===== config.mk =====
export PLATFORM = sky130hd
export DESIGN_NAME = i2c_chansel_reg
export DESIGN_NICKNAME = d
export VERILOG_FILES = /design/src/rtl/chansel_pkg.sv /design/src/rtl/i2c_line_sync.sv /design/src/rtl/i2c_target_fsm.sv /design/src/rtl/chansel_store.sv /design/src/rtl/i2c_chansel_reg.sv
export SDC_FILE = /design/constraint.sdc
export NUM_CORES = 1
export LEC_CHECK = 0
export BUFFER_PORTS_ARGS = -buffer_cell sky130_fd_sc_hd__clkbuf_2
export CAP_MARGIN = 5
export CORE_AREA = 2 2 64 66
export CTS_BUF_LIST = sky130_fd_sc_hd__clkbuf_16
export DETAILED_ROUTE_END_ITERATION = 8
export DIE_AREA = 0 0 66 68
export PLACE_DENSITY_LB_ADDON = 0.2
export SKIP_LAST_GASP = 1
export SLEW_MARGIN = 20
export SYNTH_ARGS = -nofsm -noshare
export SYNTH_HDL_FRONTEND = slang
export SYNTH_SLANG_ARGS = --single-unit

===== constraint.sdc =====
create_clock -name clk -period 1.58 [get_ports clk]
set_input_delay 0.079 -clock clk [delete_from_list [all_inputs] [get_ports clk]]
set_output_delay 0.079 -clock clk [all_outputs]
set_load 0.005 [all_outputs]

===== src/rtl/chansel_pkg.sv =====
package chansel_pkg;

  typedef enum logic [2:0] {
    ST_IDLE,
    ST_ADDR,
    ST_AACK,
    ST_WDATA,
    ST_WACK,
    ST_RDATA,
    ST_RACK
  } tgt_state_t;

  // 7-bit target address: fixed upper nibble then strap bits
  function automatic logic [6:0] make_addr(input logic [3:0] hi, input logic [2:0] straps);
    return {hi, straps};
  endfunction

  // status byte: applied channel enables in the low nibble, zeros above
  function automatic logic [7:0] status_byte(input logic [3:0] sel);
    return {4'b0000, sel};
  endfunction

endpackage


===== src/rtl/i2c_line_sync.sv =====
module i2c_line_sync #(
  parameter int STAGES = 2
) (
  input  logic clk,
  input  logic rst_n,
  input  logic scl_in,
  input  logic sda_in,
  output logic scl_s,
  output logic sda_s,
  output logic scl_rise,
  output logic scl_fall,
  output logic start_evt,
  output logic stop_evt
);
  logic [STAGES-1:0] scl_pipe, sda_pipe;
  logic scl_q, sda_q;

  always_ff @(posedge clk or negedge rst_n) begin
    if (!rst_n) begin
      scl_pipe <= '1;
      sda_pipe <= '1;
      scl_q    <= 1'b1;
      sda_q    <= 1'b1;
    end else begin
      scl_pipe <= {scl_pipe[STAGES-2:0], scl_in};
      sda_pipe <= {sda_pipe[STAGES-2:0], sda_in};
      scl_q    <= scl_pipe[STAGES-1];
      sda_q    <= sda_pipe[STAGES-1];
    end
  end

  assign scl_s     = scl_pipe[STAGES-1];
  assign sda_s     = sda_pipe[STAGES-1];
  assign scl_rise  = scl_s & ~scl_q;
  assign scl_fall  = ~scl_s & scl_q;
  assign start_evt = scl_q & scl_s & sda_q & ~sda_s;
  assign stop_evt  = scl_q & scl_s & ~sda_q & sda_s;

endmodule


===== src/rtl/i2c_target_fsm.sv =====
module i2c_target_fsm
  import chansel_pkg::*;
(
  input  logic       clk,
  input  logic       rst_n,
  input  logic       scl_s,
  input  logic       sda_s,
  input  logic       scl_rise,
  input  logic       scl_fall,
  input  logic       start_evt,
  input  logic       stop_evt,
  input  logic [6:0] dev_addr,
  input  logic [7:0] rd_byte,
  output logic       sda_oe,
  output logic       wr_evt,
  output logic [7:0] wr_data
);
  localparam int CNT_W = 4;

  tgt_state_t        state;
  logic [7:0]        rx_sh;
  logic [7:0]        tx_sh;
  logic [CNT_W-1:0]  bit_cnt;
  logic              rd_mode;
  logic              m_ack;
  logic              byte_done;

  assign byte_done = scl_fall && (bit_cnt == CNT_W'(8));
  assign wr_evt    = (state == ST_WDATA) && byte_done;
  assign wr_data   = rx_sh;

  always_ff @(posedge clk or negedge rst_n) begin
    if (!rst_n) begin
      state   <= ST_IDLE;
      rx_sh   <= '0;
      tx_sh   <= '0;
      bit_cnt <= '0;
      rd_mode <= 1'b0;
      m_ack   <= 1'b0;
      sda_oe  <= 1'b0;
    end else if (start_evt) begin
      state   <= ST_ADDR;
      bit_cnt <= '0;
      sda_oe  <= 1'b0;
    end else if (stop_evt) begin
      state   <= ST_IDLE;
      sda_oe  <= 1'b0;
    end else begin
      unique case (state)
        ST_IDLE: sda_oe <= 1'b0;
        ST_ADDR, ST_WDATA: begin
          if (scl_rise) begin
            rx_sh   <= {rx_sh[6:0], sda_s};
            bit_cnt <= bit_cnt + 1'b1;
          end else if (byte_done) begin
            if (state == ST_WDATA) begin
              state  <= ST_WACK;
              sda_oe <= 1'b1;
            end else if (rx_sh[7:1] == dev_addr) begin
              state   <= ST_AACK;
              rd_mode <= rx_sh[0];
              sda_oe  <= 1'b1;
            end else begin
              state <= ST_IDLE;
            end
          end
        end
        ST_AACK: begin
          if (scl_fall) begin
            bit_cnt <= '0;
            if (rd_mode) begin
              state  <= ST_RDATA;
              tx_sh  <= rd_byte;
              sda_oe <= ~rd_byte[7];
            end else begin
              state  <= ST_WDATA;
              sda_oe <= 1'b0;
            end
          end
        end
        ST_WACK: begin
          if (scl_fall) begin
            state   <= ST_WDATA;
            bit_cnt <= '0;
            sda_oe  <= 1'b0;
          end
        end
        ST_RDATA: begin
          if (scl_rise) begin
            bit_cnt <= bit_cnt + 1'b1;
          end else if (byte_done) begin
            state  <= ST_RACK;
            sda_oe <= 1'b0;
          end else if (scl_fall) begin
            tx_sh  <= {tx_sh[6:0], 1'b0};
            sda_oe <= ~tx_sh[6];
          end
        end
        ST_RACK: begin
          if (scl_rise) begin
            m_ack <= ~sda_s;
          end else if (scl_fall) begin
            bit_cnt <= '0;
            if (m_ack) begin
              state  <= ST_RDATA;
              tx_sh  <= rd_byte;
              sda_oe <= ~rd_byte[7];
            end else begin
              state <= ST_IDLE;
            end
          end
        end
        default: state <= ST_IDLE;
      endcase
    end
  end


  idle_release_chk: assert property (@(posedge clk) disable iff (!rst_n)
    (state == ST_IDLE) |-> !sda_oe);


  oe_assert_scl_low_chk: assert property (@(posedge clk) disable iff (!rst_n)
    (!$stable(sda_oe) && sda_oe) |-> !scl_s);


  start_release_chk: assert property (@(posedge clk) disable iff (!rst_n)
    start_evt |=> !sda_oe);

endmodule


===== src/rtl/chansel_store.sv =====
module chansel_store #(
  parameter int CHANNELS = 4
) (
  input  logic                clk,
  input  logic                rst_n,
  input  logic                wr_evt,
  input  logic [CHANNELS-1:0] wr_sel,
  input  logic                stop_evt,
  output logic [CHANNELS-1:0] active
);
  logic [CHANNELS-1:0] pending;

  always_ff @(posedge clk or negedge rst_n) begin
    if (!rst_n) begin
      pending <= '0;
      active  <= '0;
    end else begin
      if (wr_evt)   pending <= wr_sel;
      if (stop_evt) active  <= pending;
    end
  end


  active_hold_chk: assert property (@(posedge clk) disable iff (!rst_n)
    !stop_evt |=> $stable(active));


  stop_commit_chk: assert property (@(posedge clk) disable iff (!rst_n)
    stop_evt |=> (active == $past(pending)));


  last_write_chk: assert property (@(posedge clk) disable iff (!rst_n)
    wr_evt |=> (pending == $past(wr_sel)));

endmodule


===== src/rtl/i2c_chansel_reg.sv =====
module i2c_chansel_reg
  import chansel_pkg::*;
#(
  parameter logic [3:0] ADDR_HI     = 4'b1110,
  parameter int         SYNC_STAGES = 2
) (
  input  logic       clk,
  input  logic       rst_n,
  input  logic       scl_in,
  input  logic       sda_in,
  input  logic [2:0] strap,
  output logic       sda_oe,
  output logic [3:0] chan_en
);
  localparam int CHANNELS = 4;

  logic scl_s, sda_s, scl_rise, scl_fall, start_evt, stop_evt;
  logic wr_evt;
  logic [7:0] wr_data;
  logic [CHANNELS-1:0] active;

  i2c_line_sync #(.STAGES(SYNC_STAGES)) u_sync (
    .clk(clk), .rst_n(rst_n), .scl_in(scl_in), .sda_in(sda_in),
    .scl_s(scl_s), .sda_s(sda_s), .scl_rise(scl_rise), .scl_fall(scl_fall),
    .start_evt(start_evt), .stop_evt(stop_evt)
  );

  i2c_target_fsm u_fsm (
    .clk(clk), .rst_n(rst_n), .scl_s(scl_s), .sda_s(sda_s),
    .scl_rise(scl_rise), .scl_fall(scl_fall),
    .start_evt(start_evt), .stop_evt(stop_evt),
    .dev_addr(make_addr(ADDR_HI, strap)),
    .rd_byte(status_byte(active)),
    .sda_oe(sda_oe), .wr_evt(wr_evt), .wr_data(wr_data)
  );

  chansel_store #(.CHANNELS(CHANNELS)) u_store (
    .clk(clk), .rst_n(rst_n), .wr_evt(wr_evt),
    .wr_sel(wr_data[CHANNELS-1:0]), .stop_evt(stop_evt), .active(active)
  );

  assign chan_en = active;


  reset_clear_chk: assert property (@(posedge clk)
    !rst_n |=> (chan_en == '0));

endmodule


### Yosys cells after proc, flatten, opt, wreduce, memory -nomap -nowiden

Index checks and enable logic that the tools add are counted.

* bits in registers: 39
* input bits: 7
* output and inout port bits: 5

* add/subtract/negate cells: 1
* equality and inequality tests: 31
* multiplexer cells: 46
* bitwise logic cells: 16
* reduce and logical (&&, ||, !) cells: 16

Operators with widths (count)
* 7-bit two-way mux: 8
* 3-bit two-way mux: 13
* 4-bit by 3-bit != test with 1-bit output (second input constant): 6
* 11-bit AND reduction: 2
* 7-bit one-hot mux with 3 select lines: 1
* 4-bit two-way mux: 5
* 3-bit one-hot mux with 6 select lines: 1
* 1-bit two-way mux: 15
* 4-bit != test (second input constant): 3
* 4-bit one-hot mux with 3 select lines: 1
* 4-bit AND reduction: 3
* 2-bit by 1-bit != test with 1-bit output (second input constant): 5
* 5-bit by 3-bit != test with 1-bit output (second input constant): 2
* 3-bit == test (second input constant): 3
* 1-bit inverter: 9
* 9-bit AND reduction: 1
* 2-bit != test (second input constant): 4
* 8-bit nonzero test: 1
* 1-bit bitwise AND: 7
* 7-bit == test: 1
* 7-bit AND reduction: 1
* 3-bit by 2-bit == test with 1-bit output (second input constant): 2
* 3-bit != test (second input constant): 2
* 1-bit one-hot mux with 6 select lines: 1
* other kinds (11): 13

### Longest topological paths before layout

* word-level depth: 8
* mapped depth: 8
* gate-level depth less buffers: 7

### Hierarchy

A second synthesis with hierarchy kept.

* cell total of the unflattened synthesis: 190
* area total of the unflattened synthesis: 1999.4 um^2

Modules (own cells, without submodules)
* i2c_target_fsm: times used 1, cells each 162, area each 1511.4 um^2, seq. area each 625.6 um^2
* chansel_store: times used 1, cells each 16, area each 290.3 um^2, seq. area each 200.2 um^2
* i2c_line_sync: times used 1, cells each 10, area each 190.2 um^2, seq. area each 157.7 um^2
* i2c_chansel_reg: times used 1, cells each 2, area each 7.5 um^2, seq. area each 0.0 um^2

### Least setup slack after synthesis

OpenSTA, ideal clock, no wires.

* kind: reg-to-reg
* start: register u_sync.scl_pipe[1]
* end: register u_fsm.sda_oe
* setup time: 0.128 ns
* arrival time: 1.580 ns
* setup slack: -0.127 ns
* cell stages (with the launch flop): 7
* buffers on the path: 1
* clock period less this slack: 1.707 ns
* cells stage by stage: dfstp_2 buf_6 nor2b_4 or3_1 a21oi_2 nor4_1 mux2_1

* word-level cells in the longest chain between the ends: 8
* elaborated cells on any way between the ends: 26
* classes of those cells: eq/ne: 10; mux: 5; bitwise: 8; reduce/logical: 3

RTL lines
* start: declaration: line i2c_line_sync.sv:15 `logic [STAGES-1:0] scl_pipe, sda_pipe;`
* start signal: assignment: line i2c_line_sync.sv:25 `scl_pipe <= {scl_pipe[STAGES-2:0], scl_in};`
* 1-bit inverter: line i2c_line_sync.sv:35 `assign scl_fall = ~scl_s & scl_q;`
* 1-bit bitwise AND: line i2c_line_sync.sv:35
* 1-bit logical AND: line i2c_target_fsm.sv:28 `assign byte_done = scl_fall && (bit_cnt == CNT_W'(8));`
* 1-bit two-way mux: line i2c_target_fsm.sv:91 `end else if (byte_done) begin`
* 1-bit two-way mux: line i2c_target_fsm.sv:89 `if (scl_rise) begin`
* 1-bit one-hot mux with 6 select lines: line i2c_target_fsm.sv:49 `unique case (state)`
* 1-bit two-way mux: line i2c_target_fsm.sv:45 `end else if (stop_evt) begin`
* 1-bit two-way mux: line i2c_target_fsm.sv:41 `end else if (start_evt) begin`
* end signal: assignment: line i2c_target_fsm.sv:74 `sda_oe <= ~rd_byte[7];`
* end signal: assignment: line i2c_target_fsm.sv:96 `sda_oe <= ~tx_sh[6];`
* end signal: assignment: line i2c_target_fsm.sv:107 `sda_oe <= ~rd_byte[7];`
* end: declaration: line i2c_target_fsm.sv:14 `output logic sda_oe,`

Parallel ways exist; a longest one is shown, timed or not. The select of a mux whose other input is x is not followed.
A chain may end at the register's enable or synchronous reset.

### Worst setup path after layout

* start: register u_fsm.bit_cnt[0]
* end: register u_fsm.sda_oe

* word-level cells in the longest chain between the ends: 7
* elaborated cells on any way between the ends: 10
* classes of those cells: eq/ne: 3; mux: 5; reduce/logical: 2

RTL lines
* start: declaration: line i2c_target_fsm.sv:23 `logic [CNT_W-1:0] bit_cnt;`
* start signal: assignment: line i2c_target_fsm.sv:54 `bit_cnt <= bit_cnt + 1'b1;`
* start signal: assignment: line i2c_target_fsm.sv:90 `bit_cnt <= bit_cnt + 1'b1;`
* 4-bit == test (*): line i2c_target_fsm.sv:28
* 1-bit logical AND (*): line i2c_target_fsm.sv:28
* 1-bit two-way mux: line i2c_target_fsm.sv:91
* 1-bit two-way mux: line i2c_target_fsm.sv:89
* 1-bit one-hot mux with 6 select lines: line i2c_target_fsm.sv:49
* 1-bit two-way mux: line i2c_target_fsm.sv:45
* 1-bit two-way mux: line i2c_target_fsm.sv:41

Every way passes the cells marked *; elsewhere a longest branch is shown, timed or not. The select of a mux whose other input is x is not followed.

==> summary by stage <==
Floorplan
The die covers 4490 sq um. The core area is 3860 sq um. The number of rows created at floorplan is 23. The overall die height is 68 um.

The die span in x is 66 um. For this configuration, the core starts out at a cell density of 51.0%. For this design the top-level I/O count stands at 12.

Timing
After routing, the total negative slack on setup checks comes to -1.22 ns. The shortest period the worst path allows is 1.85 ns. The final max-slew violation count is 0.

The maximum achievable frequency is 540 MHz. The period utilization is 117%. Setup repair after global routing could not meet its margin everywhere. The count of endpoints failing hold in the final timing report came to 0. The final setup violation count is 10.

Measured against its own limit, the worst slew margin works out to 63.8%. The clock tree skew after final layout is 0.00555 ns. The slew at the pin with the worst max-slew slack is 0.542 ns.

Setup slack on the critical path of the routed design comes to -0.272 ns.

Synth
The largest family of logic cells by synthesized area is simple AND/OR/NAND/NOR gates. Among all flip-flop cells after synthesis, the most frequent one is sky130_fd_sc_hd__dfrtp_1. A synthesized cell averages 10.9 sq um. The area of the mapped netlist is 1970 sq um.

The number of distinct standard cells referenced by the synthesized netlist is 48. The multiplexer share of the synthesized area is 13.4%. The xor/xnor cell area share of the yosys netlist is 2.67%. For this run, the number of Yosys warnings is 0. When the netlist entered floorplanning its net count stood at 189.

For this run, asynchronously set or reset flops after synthesis account for 100%. The synthesized design contains 39 register bits. The share of synthesized area occupied by flip-flops and latches is 50.0%. The post-synthesis instance total is 180. The post-synthesis share of cell area spent on full adders, half adders and majority gates is 1.27%. The synthesized netlist devotes 12.2% of its cell area to compound gates. The number of flops mapped to enable cells by yosys is 0. Of the total synthesized cell area, the portion taken by AND, OR, NAND and NOR gates is 16.1%.

Routing
The routed via count divided by cell count is 5.65. The overall routed net length is 4.86 mm. The DRC violation count after routing is 0. The routed wirelength normalized by instance count is 16.6 um. The first-pass iteration count of the detailed router is 5. Summing over every cut layer, the via total after detailed routing is 1656.

The number of antenna-violating nets in the routed design is 0. The number of DRC violations after detailed-routing iteration 0 is 88.

Setup path
STA classifies the critical path endpoint as a register. The minimum setup slack among reg-to-reg paths is -0.27 ns. Tracing the worst setup path back leads to its startpoint at u_fsm.bit_cnt[0]$_DFFE_PN0P_.

Following the worst setup path forward leads to its endpoint at u_fsm.sda_oe$_DFFE_PN0P_. The source of the worst register-to-register timing path is u_fsm.bit_cnt[0]$_DFFE_PN0P_. The biggest fanout along the worst timing path is 5. STA classifies the critical path startpoint as a register.

Data on the critical path is required at its endpoint by 1.75 ns. The critical path data arrival time is 2.02 ns. The worst register-to-register path has a depth of 7. In this run the critical register-to-register path is captured at u_fsm.sda_oe$_DFFE_PN0P_.

The critical path is of the reg2reg type.

Clock tree
The number of CTS-inserted buffers is 5. TritonCTS built the clock tree. The clock passes through at most 2 buffers. The clock transition at the register clock pins on the worst setup and hold paths after CTS is 0.06 ns. For the worst-skew pair, the clock arrives at the later sink with an insertion delay of 0.28 ns. The number of clock sinks is 39. In this run the number of H-tree levels came out at 2. The tree is rooted in a sky130_fd_sc_hd__clkbuf_16.

Power
The switching power summed over all nets is 1.02 mW. Net switching is 31.2% of the power. The power per cell area is 1190 nW/um^2. The share of power burned in the clock network is 29.6%. The internal power summed over all cells is 2.23 mW. Across the VDD grid, the largest voltage drop is 0.845 mV.

The cell leakage power is 1.24 nW. Combinational logic burns 32.5% of the power. Total power for the finished layout comes to 3.25 mW. Per report_power, the sequential group accounts for 37.8% of the total.

Layout
The share of the core filled with cells is 70.8%. For this run, the post-layout net count is 251. The fraction of layout cells with a size suffix above 1 is 49.4%. The number of diodes added for antenna fixing is 0. The filler cell count in the final layout is 295. Leaving out fill and tap cells, the most frequent cell in the layout is sky130_fd_sc_hd__buf_4. Leaving out fill and tap cells, the most frequent cells in the layout are 46 x sky130_fd_sc_hd__buf_4, 30 x sky130_fd_sc_hd__dfrtp_1, 19 x sky130_fd_sc_hd__nand2_1. The area overhead of the layout relative to synthesis is 38.9%. The final cell count without fillers is 293.

Job
The tool flagged a number of max-cap violations equal to 0.

Hold path
The worst hold path class is in2async.

Placed design
The wire-length estimate of the detail-placed layout is 3.15 mm. Before CTS, the worst setup slack after placement is -0.252 ns. Once placement completed, the tool counted placed cells totaling 275.

Buffers placed on the I/O ports in this run total 11. The final weighted congestion in routability-driven placement is 0.895.

Global routing
The pin count of the biggest net entering global routing is 21. The initial antenna violation count is 0. The remaining global-route overflow is 0. The first-pass GRT wire length is 7.82 mm. Global routing used 23.8% of the available tracks. The via count of the first global-routing pass was 1671.

Status
The final reports fail on negative setup slack. The run finished, with violations left.
kinds of logic after synthesis:
family	after synthesis
fa+ha+maj	2
buf+inv	13
flops	39
simple gates	59
xor+xnor	6
compound gates	37
mux	24
metrics by stage:
stage | cell area, sq um | hold slack (ns)
2_1_floorplan | 1970 | -0.217
3_3_place_gp | 2350 | 0.0784
3_5_place_dp | 2350 | 0.0818
4_1_cts | 2630 | 0.344
5_1_grt | 2730 | 0.362
6_report | 2730 | 0.313
flip-flops by register name (all words and copies together) (netlist names), 2 cells and up:
name and flops:
u_sync.scl_pipe 2, u_fsm.wr_data 8, u_store.active 4, u_fsm.state 3, u_fsm.tx_sh 7, u_sync.sda_pipe 2, u_store.pending 4, u_fsm.bit_cnt 4
layer usage:
| layer | global-route usage [%] | share of wire, % |
|---|---|---|
| met1 | 29.1 | 42 |
| met2 | 41.3 | 52 |
| met5 | 0 | 0 |
| met4 | 9.44 | 2.0 |
| met3 | 5.10 | 3.8 |
critical path, cell delays in order (launching register included):
cell	delay [ns]
sky130_fd_sc_hd__dfrtp_1	0.40
sky130_fd_sc_hd__inv_1	0.07
sky130_fd_sc_hd__ha_1	0.14
sky130_fd_sc_hd__nand3b_1	0.18
sky130_fd_sc_hd__o21ai_1	0.20
sky130_fd_sc_hd__a21oi_2	0.10
sky130_fd_sc_hd__nor4_2	0.29
sky130_fd_sc_hd__mux2_1	0.35
final cells by class:
class                           count  area, sq um  share of cell area (%)
Multi-Input combinational cell    129         1050                    38.5
Clock inverter                      3         16.3                   0.596
Tap cell                           50         62.6                    2.29
Inverter                            4         15.0                   0.550
Sequential cell                    39          987                    36.2
Clock buffer                        5          125                    4.58
Timing Repair Buffer               63          473                    17.3
power groups by stage:
stage	Sequential, mW	Combinational, mW	Clock [mW]
finish	1.23	1.06	0.963
global route	1.24	1.14	1.02
CTS	1.22	0.942	0.971
detailed placement	1.23	0.814	0
global placement	1.22	0.795	0
floorplan	1.18	0.479	0
cell usage after synthesis (all sizes together), types with 3 or more instances:
cell type	number	area share, %
a21oi	6	1.7
mux2i	5	2.5
buf	8	3.4
dfstp	6	8.0
xor2	4	1.8
nor4	3	0.95
nor3	3	0.76
o21ai	18	4.6
mux2	19	11
nand2	20	3.8
inv	4	0.76
nand3	4	1.0
dfrtp	33	42
nor2	9	2.2
nand2b	3	0.95
nor2b	5	2.0
timing repair:
action                     in CTS  in global routing
pin swaps                       3                 13
buffers inserted                2                  5
setup endpoints to repair      28                 28
hold endpoints to repair       15                  0
gates resized for setup        15                 24
cloned                          1                  0
hold buffers                    3                  0
worst min path at each step:
stage,startpoint,end,slack [ns],cells after the start
6_report,rst_n,u_fsm.state[0]$_DFFE_PN0P_,0.31,2
5_1_grt,rst_n,u_fsm.state[0]$_DFFE_PN0P_,0.36,2
4_1_cts,rst_n,u_fsm.state[0]$_DFFE_PN0P_,0.34,2
3_5_place_dp,rst_n,u_fsm.state[0]$_DFFE_PN0P_,0.08,1
3_3_place_gp,rst_n,u_fsm.state[0]$_DFFE_PN0P_,0.08,1
2_1_floorplan,rst_n,u_fsm.bit_cnt[0]$_DFFE_PN0P_,-0.22,0
Power figures use the tool's default switching activity.
